## src/rtl/issue_gate_pkg.sv

```systemverilog
package issue_gate_pkg;
  localparam int UNIT_W = 2;
  typedef enum logic [UNIT_W-1:0] {
    UNIT_ALU  = 2'b00,
    UNIT_LDST = 2'b01,
    UNIT_FPU  = 2'b10,
    UNIT_MISC = 2'b11
  } unit_e;
endpackage

```

## src/rtl/igate_rst_sync.sv

```systemverilog
module igate_rst_sync (
  input  logic clk,
  input  logic rst_n,
  output logic rst_sync_n
);
  logic [1:0] sync_q;

  always_ff @(posedge clk or negedge rst_n) begin
    if (!rst_n) sync_q <= 2'b00;
    else        sync_q <= {sync_q[0], 1'b1};
  end

  assign rst_sync_n = sync_q[1];
endmodule

```

## src/rtl/igate_block_eval.sv

```systemverilog
module igate_block_eval
  import issue_gate_pkg::*;
(
  input  logic [UNIT_W-1:0] unit,
  input  logic              ls_busy,
  input  logic              ls_inprog,
  input  logic              ex_busy,
  input  logic              oth_busy,
  output logic              blocked
);
  logic any_busy;
  logic same_unit;

  always_comb begin
    any_busy  = ls_busy | ex_busy | oth_busy;
    same_unit = (unit == UNIT_LDST);
    // in-progress only holds back instructions for other units
    blocked   = any_busy | (ls_inprog & ~same_unit);
  end
endmodule

```

## src/rtl/igate_outstanding.sv

```systemverilog
module igate_outstanding #(
  parameter int PIPELINE_DEPTH = 3
) (
  input  logic clk,
  input  logic rst_n,
  input  logic inc,
  input  logic dec,
  output logic full
);
  localparam int CNT_W = $clog2(PIPELINE_DEPTH + 2);
  localparam logic [CNT_W-1:0] LIMIT = CNT_W'(PIPELINE_DEPTH + 1);

  logic [CNT_W-1:0] cnt_q, cnt_d;
  logic             cnt_en;

  always_comb begin
    cnt_d  = cnt_q;
    cnt_en = 1'b0;
    if (inc && !dec) begin
      cnt_d  = cnt_q + CNT_W'(1);
      cnt_en = 1'b1;
    end else if (dec && !inc && (cnt_q != '0)) begin
      cnt_d  = cnt_q - CNT_W'(1);
      cnt_en = 1'b1;
    end
  end

  always_ff @(posedge clk or negedge rst_n) begin
    if (!rst_n)      cnt_q <= '0;
    else if (cnt_en) cnt_q <= cnt_d;
  end

  assign full = (cnt_q >= LIMIT);

  assert_no_overflow_R5: assert property (@(posedge clk) disable iff (!rst_n)
    cnt_q <= LIMIT);
  assert_count_up_R4: assert property (@(posedge clk) disable iff (!rst_n)
    (inc && !dec) |=> cnt_q == $past(cnt_q) + CNT_W'(1));
  assert_count_down_R4: assert property (@(posedge clk) disable iff (!rst_n)
    (dec && !inc && cnt_q != '0) |=> cnt_q == $past(cnt_q) - CNT_W'(1));
  assert_hold_both_R9: assert property (@(posedge clk) disable iff (!rst_n)
    (inc && dec) |=> $stable(cnt_q));
  assert_no_underflow_R11: assert property (@(posedge clk) disable iff (!rst_n)
    (dec && !inc && cnt_q == '0) |=> cnt_q == '0);
endmodule

```

## src/rtl/issue_gate.sv

```systemverilog
module issue_gate
  import issue_gate_pkg::*;
#(
  parameter int PIPELINE_DEPTH = 3
) (
  input  logic              clk,
  input  logic              rst_n,
  input  logic              in_valid,
  input  logic [UNIT_W-1:0] in_unit,
  input  logic              flush,
  input  logic              ls_busy,
  input  logic              ls_inprog,
  input  logic              ex_busy,
  input  logic              oth_busy,
  input  logic              done,
  output logic              issue_valid,
  output logic              stall,
  output logic              exc_check_en
);
  logic rst_sync_n;
  logic blocked;
  logic full;

  igate_rst_sync i_rst_sync (
    .clk        (clk),
    .rst_n      (rst_n),
    .rst_sync_n (rst_sync_n)
  );

  igate_block_eval i_block (
    .unit      (in_unit),
    .ls_busy   (ls_busy),
    .ls_inprog (ls_inprog),
    .ex_busy   (ex_busy),
    .oth_busy  (oth_busy),
    .blocked   (blocked)
  );

  igate_outstanding #(.PIPELINE_DEPTH(PIPELINE_DEPTH)) i_cnt (
    .clk   (clk),
    .rst_n (rst_sync_n),
    .inc   (issue_valid),
    .dec   (done),
    .full  (full)
  );

  always_comb begin
    issue_valid  = in_valid & ~blocked & ~flush & ~full;
    stall        = full | (in_valid & blocked);
    exc_check_en = issue_valid & ~ls_inprog;
  end

  assert_full_blocks_R5: assert property (@(posedge clk) disable iff (!rst_sync_n)
    full |-> (!issue_valid && stall));
  assert_flush_kills_R10: assert property (@(posedge clk) disable iff (!rst_sync_n)
    flush |-> !issue_valid);
  assert_order_kept_R2: assert property (@(posedge clk) disable iff (!rst_sync_n)
    (in_unit != UNIT_LDST && ls_inprog) |-> !issue_valid);
  assert_exc_gate_R7: assert property (@(posedge clk) disable iff (!rst_sync_n)
    exc_check_en |-> (issue_valid && !ls_inprog));
endmodule

```

## config.mk

```make
export PLATFORM = sky130hd
export DESIGN_NAME = issue_gate
export DESIGN_NICKNAME = d
export VERILOG_FILES = /design/src/rtl/issue_gate_pkg.sv /design/src/rtl/igate_rst_sync.sv /design/src/rtl/igate_block_eval.sv /design/src/rtl/igate_outstanding.sv /design/src/rtl/issue_gate.sv
export SDC_FILE = /design/constraint.sdc
export NUM_CORES = 1
export LEC_CHECK = 0
export CELL_PAD_IN_SITES_DETAIL_PLACEMENT = 0
export CELL_PAD_IN_SITES_GLOBAL_PLACEMENT = 1
export CORE_AREA = 2 2 39 41
export DETAILED_ROUTE_END_ITERATION = 16
export DIE_AREA = 0 0 41 43
export DONT_BUFFER_PORTS = 1
export PLACE_DENSITY = 0.47
export SLEW_MARGIN = 20
export SYNTH_ARGS = -nofsm -noshare
export SYNTH_HDL_FRONTEND = slang
export SYNTH_SLANG_ARGS = --single-unit
```

## constraint.sdc

```tcl
create_clock -name clk -period 2.5 [get_ports clk]
set_clock_uncertainty 0.15 [all_clocks]
set_input_delay 0.25 -clock clk [delete_from_list [all_inputs] [get_ports clk]]
set_output_delay 0.25 -clock clk [all_outputs]
set_load 0.01 [all_outputs]
```

---- Word level (Yosys, flattened, before mapping) ----
Cells that the tools add are included.
operators by class
  add/subtract/negate cells ............... 2
  $lt $le $gt $ge ......................... 1
  eq/ne operators ......................... 1
  mux-type cells .......................... 4
  bitwise logic cells ..................... 15
  reduce and logical (&&, ||, !) cells .... 8
operator list
  operator                                                  number
  bitwise AND 1 bit                                         6
  two-way mux 3 bit                                         2
  NOT 1 bit                                                 5
  bitwise OR 1 bit                                          4
  adder 3 x 1 -> 3 bit, second input constant               1
  greater-or-equal comparator 3 bit, second input constant  1
  logical AND 1 bit                                         3
  nonzero test 3 bit                                        1
  subtractor 3 x 1 -> 3 bit, second input constant          1
  == test 2 x 1 -> 1 bit, second input constant             1
  zero test 1 bit                                           2
  two-way mux 1 bit                                         2
  AND reduction 2 bit                                       1
  nonzero test 2 bit                                        1
storage, ports and cells
  bits in registers ....................... 5
  input port bits ......................... 11
  output and inout bits ................... 3
  word-level logic and storage cells ...... 33

---- Depth between registers and ports, before layout ----
  depth in word-level cells ............... 14
  gate-level depth with buffers ........... 8
  depth with buffers taken out ............ 8

---- By module ----
Synthesis repeated with hierarchy kept, for this count alone.
second synthesis, totals
  cells, all modules ...................... 30
  area total of the unflattened synthesis .. 321.6 sq um
modules (own cells, without submodules)
  module             instances  cells an instance  area each (sq um)  seq. area each (sq um)
  igate_outstanding  1          22                 209.0              75.1
  igate_rst_sync     1          3                  53.8               50.0
  issue_gate         1          3                  41.3               0.0
  igate_block_eval   1          2                  17.5               0.0

---- Worst setup path after synthesis ----
OpenSTA, ideal clock, no wires.
  path kind ............................... register to register
  start point ............................. register i_cnt.cnt_q[2]
  end point ............................... register i_cnt.cnt_q[1]
  library setup time ...................... 0.087 ns
  arrival ................................. 2.190 ns
  data required time ...................... 2.263 ns
  slack ................................... 0.074 ns
  stages on the path, launching flop included .. 9
  buffers on the path ..................... 0
  period minus slack after synthesis ...... 2.426 ns
  path through ............................ dfrtp_1 > or3b_1 > a211oi_2 > nand2_1 > fa_1 > inv_1 > a21oi_1 > o31ai_2 > o211ai_1
on the way
  elaborated cells on any way between the ends .. 13
  those cells by class .................... order compare (1); mux (3); bitwise (2); reduce/logical (7)
RTL lines
  item                               RTL line                 source
  start, declared                    igate_outstanding.sv:13  logic [CNT_W-1:0] cnt_q, cnt_d;
  start signal, assigned             igate_outstanding.sv:30  else if (cnt_en) cnt_q <= cnt_d;
  greater-or-equal comparator 3 bit  igate_outstanding.sv:33  assign full = (cnt_q >= LIMIT);
  NOT 1 bit                          issue_gate.sv:48         issue_valid = in_valid & ~blocked & ~flush & ~full;
  bitwise AND 1 bit                  issue_gate.sv:48
  net issue_valid                    issue_gate.sv:16         output logic issue_valid,
  logical AND 1 bit                  igate_outstanding.sv:19  if (inc && !dec) begin
  two-way mux 3 bit                  igate_outstanding.sv:19
  net i_cnt.cnt_d[1]                 igate_outstanding.sv:13
The timed path passes the listed nets, and every way through them passes these cells.
A chain may end at the register's enable or synchronous reset.

---- Worst setup path in the final report ----
  start point ............................. register i_cnt.cnt_q[2]
  end point ............................... register i_cnt.cnt_q[1]
on the way
  elaborated cells on any way between the ends .. 13
  those cells by class .................... order compare (1); mux (3); bitwise (2); reduce/logical (7)
RTL lines
  item                               RTL line
  greater-or-equal comparator 3 bit  igate_outstanding.sv:33
  NOT 1 bit                          issue_gate.sv:48
  bitwise AND 1 bit                  issue_gate.sv:48
  logical AND 1 bit                  igate_outstanding.sv:19
  two-way mux 3 bit                  igate_outstanding.sv:19
  net i_cnt.cnt_d[1]                 igate_outstanding.sv:13
The timed path passes the listed nets, and every way through them passes these cells.

==> impl_metrics.yaml <==
run_status:
  outcome: "complete, no violations"
critical_path:
  crit_path_start_kind: "flop"
  worst-endpoint-required_ns: 2.49
  crit_fanout: 4
  cp_top_family: "adder cells"
  arrival_ns: 2.30
  cp_slowest_stage_delay_ns: 0.58
  path_class: "flop to flop"
  path_buf_inv: 1
  cp-end-kind: "flop"
  slowest_stage: "fa_1"
  cp_cell_sequence: "or3b_1 -> a211oi_2 -> nand2_1 -> fa_1 -> inv_1 -> a21oi_1 -> o31ai_2 -> o211ai_1"
flow_run:
  maxCapViolations: 0
power:
  p_leak_nw: 0.1734
  powerDensity_mw_per_mm2: 965.2
  irDropWorstVdd_v: 0.0003512
cells_and_area:
  final_cell_mix: "inv_1 (5), a21oi_1 (5), dfrtp_1 (5)"
  antenna_cells: 0
  layout-drive-gt1-share_pct: 17.02
  areaGrowthSynthToFinish_pct: 25.45
  nets: 60
logic_synthesis:
  syn_area_per_cell_um2: 8.823
  yosysTopAreaCell: "dfrtp_1"
  synth_area_um2: 344.1
  ys_types: 21
  seq_area_frac_synth_pct: 36.36
  synth_seq_cells: 5
  synthTopCellsByArea: "dfrtp_1 (36%), a21oi_1 (7.3%), fa_1 (5.8%)"
  netlist_instances: 39
  yosysWarnings: 0
  syn_nets: 51
  synth_top_area_share_pct: 36.36
floorplan:
  start_util_pct: 24.86
  fp.dieW_um: 41
  fp.dieH_um: 43
  dieArea_mm2: 0.001763
  io_pins: 14
  core_area_mm2: 0.001384
  rows: 14
grt:
  grt_pass1_vias: 301
  antenna_found_initial: 0
  grt_overflow: 0
  grt_pass1_wl_um: 1290
  grt_use_total_pct: 10.85
  grt_max_degree: 10
sta:
  post-route-min-period_ns: 2.315
  fin_tns_setup_ns: 0
  max_freq_mhz: 432.1
  whs_ns: 0.04037
  setup_violations: 0
  period_share_pct: 92.58
  hold_violations: 0
  rsz0062_at_grt: "no"
  finalMaxSlewViolations: 0
routing:
  drtPass1Iterations: 3
  drc: 0
  num_vias: 319
  routed_via_density: 5.063
  dr.first_iter.drc_count: 10
  ant_nets: 0
  drt_wl_total_um: 765
  wire_per_inst_um: 12.14
place:
  place.detailed.hpwl_um: 643.6
  place_congestion: 0.7147
  portBuffers: 0
clocking:
  cts_tree: "yes"
  cts.sinks: 5
  clkTransAtPathRegs_ns: 0.04
  cts_buffer_depth: 2
  postCtsResizedCells: 0
  cts_buffers: 3
  cts_htree_levels: 1
  clockRootBuffer: "clkbuf_4"
  insertion_delay_ns: 0.23
min_path:
  worstHoldPathType: "input pin to flop"
## synth_stat cells
master,instances
fa_1,1
o311ai_1,1
nor2_1,1
inv_1,5
a32oi_1,2
a2111o_1,1
nor3_1,2
o21ai_1,1
dfrtp_1,5
nand2_1,2
o21ai_0,2
or3b_1,1
or3_4,1
nand3_1,3
a21oi_1,5
conb_1,1
a211oi_2,1
o31ai_2,1
o211ai_1,1
buf_1,1
nand2b_1,1
## sequential cells by signal, indices dropped and copies added, names as in the netlist
register / flops
i_cnt.cnt_q: 3
i_rst_sync.sync_q: 2
## where the power goes
group / internal, mW / leakage [nW] / switching, mW / total, mW
logic: 0.0874 / 0.0998 / 0.101 / 0.188
registers: 0.108 / 0.0586 / 0.0318 / 0.140
clock network: 0.0600 / 0.0150 / 0.0282 / 0.0883
## worst paths after layout
check / slack, ns / cells after the start / end / startpoint
worst max-delay path: 0.19 / 8 / i_cnt.cnt_q[1] / i_cnt.cnt_q[2]
worst min-delay path: 0.04 / 2 / i_cnt.cnt_q[2] / done
worst max register to register: 0.19 / 8 / i_cnt.cnt_q[1] / i_cnt.cnt_q[2]
worst min register to register: 0.20 / 0 / i_rst_sync.sync_q[1] / i_rst_sync.sync_q[0]
max in group asynchronous: 1.64 / 1 / i_cnt.cnt_q[0] / i_rst_sync.sync_q[1]
min in group asynchronous: 0.10 / 1 / i_rst_sync.sync_q[0] / rst_n
## per-stage QoR
step	instances	instance area [µm²]	setup WS [ns]	power [mW]	utilization (%)
after floorplan	39	344.1	0.07360	0.2770	-
after global placement	56	375.4	0.2115	0.3216	27.12
after detailed placement	56	375.4	0.2024	0.3250	27.12
after CTS	62	421.7	0.1893	0.4217	30.47
after global routing	63	431.7	0.05134	0.4616	31.19
final	63	431.7	0.1855	0.4166	31.19
## per-layer routing
layer / vias up / wire length [µm] / track usage (%)
li1: 159 / - / -
met1: 152 / 303 / 11.96
met2: 8 / 428 / 17.19
met3: 0 / 33 / 2.094
met4: 0 / 0 / 8.000
met5: - / 0 / 0
## layout make-up
type                    count  area, µm²
clock buffers               4      26.28
fillers                   153      952.2
inverters                   5      18.77
multi-input cells          28      196.4
flip-flops and latches      5      125.1
well taps                  16      20.02
repair buffers              5      45.04
## worst register-to-register path: cells and delay by family, from the launching register on
| kind | cells | cell delay [ns] |
|---|---|---|
| simple gates | 2 | 0.51 |
| flops | 1 | 0.37 |
| compound gates | 4 | 0.55 |
| buf+inv | 1 | 0.06 |
| fa+ha+maj | 1 | 0.58 |
## repair_timing
action,in CTS,in global routing
setup buffers,0,0
hold buffers,2,1
endpoints found under the hold margin,5,1
## kinds of logic after synthesis
family,count (synthesis),synth area share (%)
AO/OA/AOI/OAI,15,32.00
AND/OR/NAND/NOR,11,18.18
buffers and inverters,6,6.545
flip-flops,5,36.36
adder cells (fa/ha/maj),1,5.818
other,1,1.090
No activity file was read; power rests on OpenSTA's default activity.
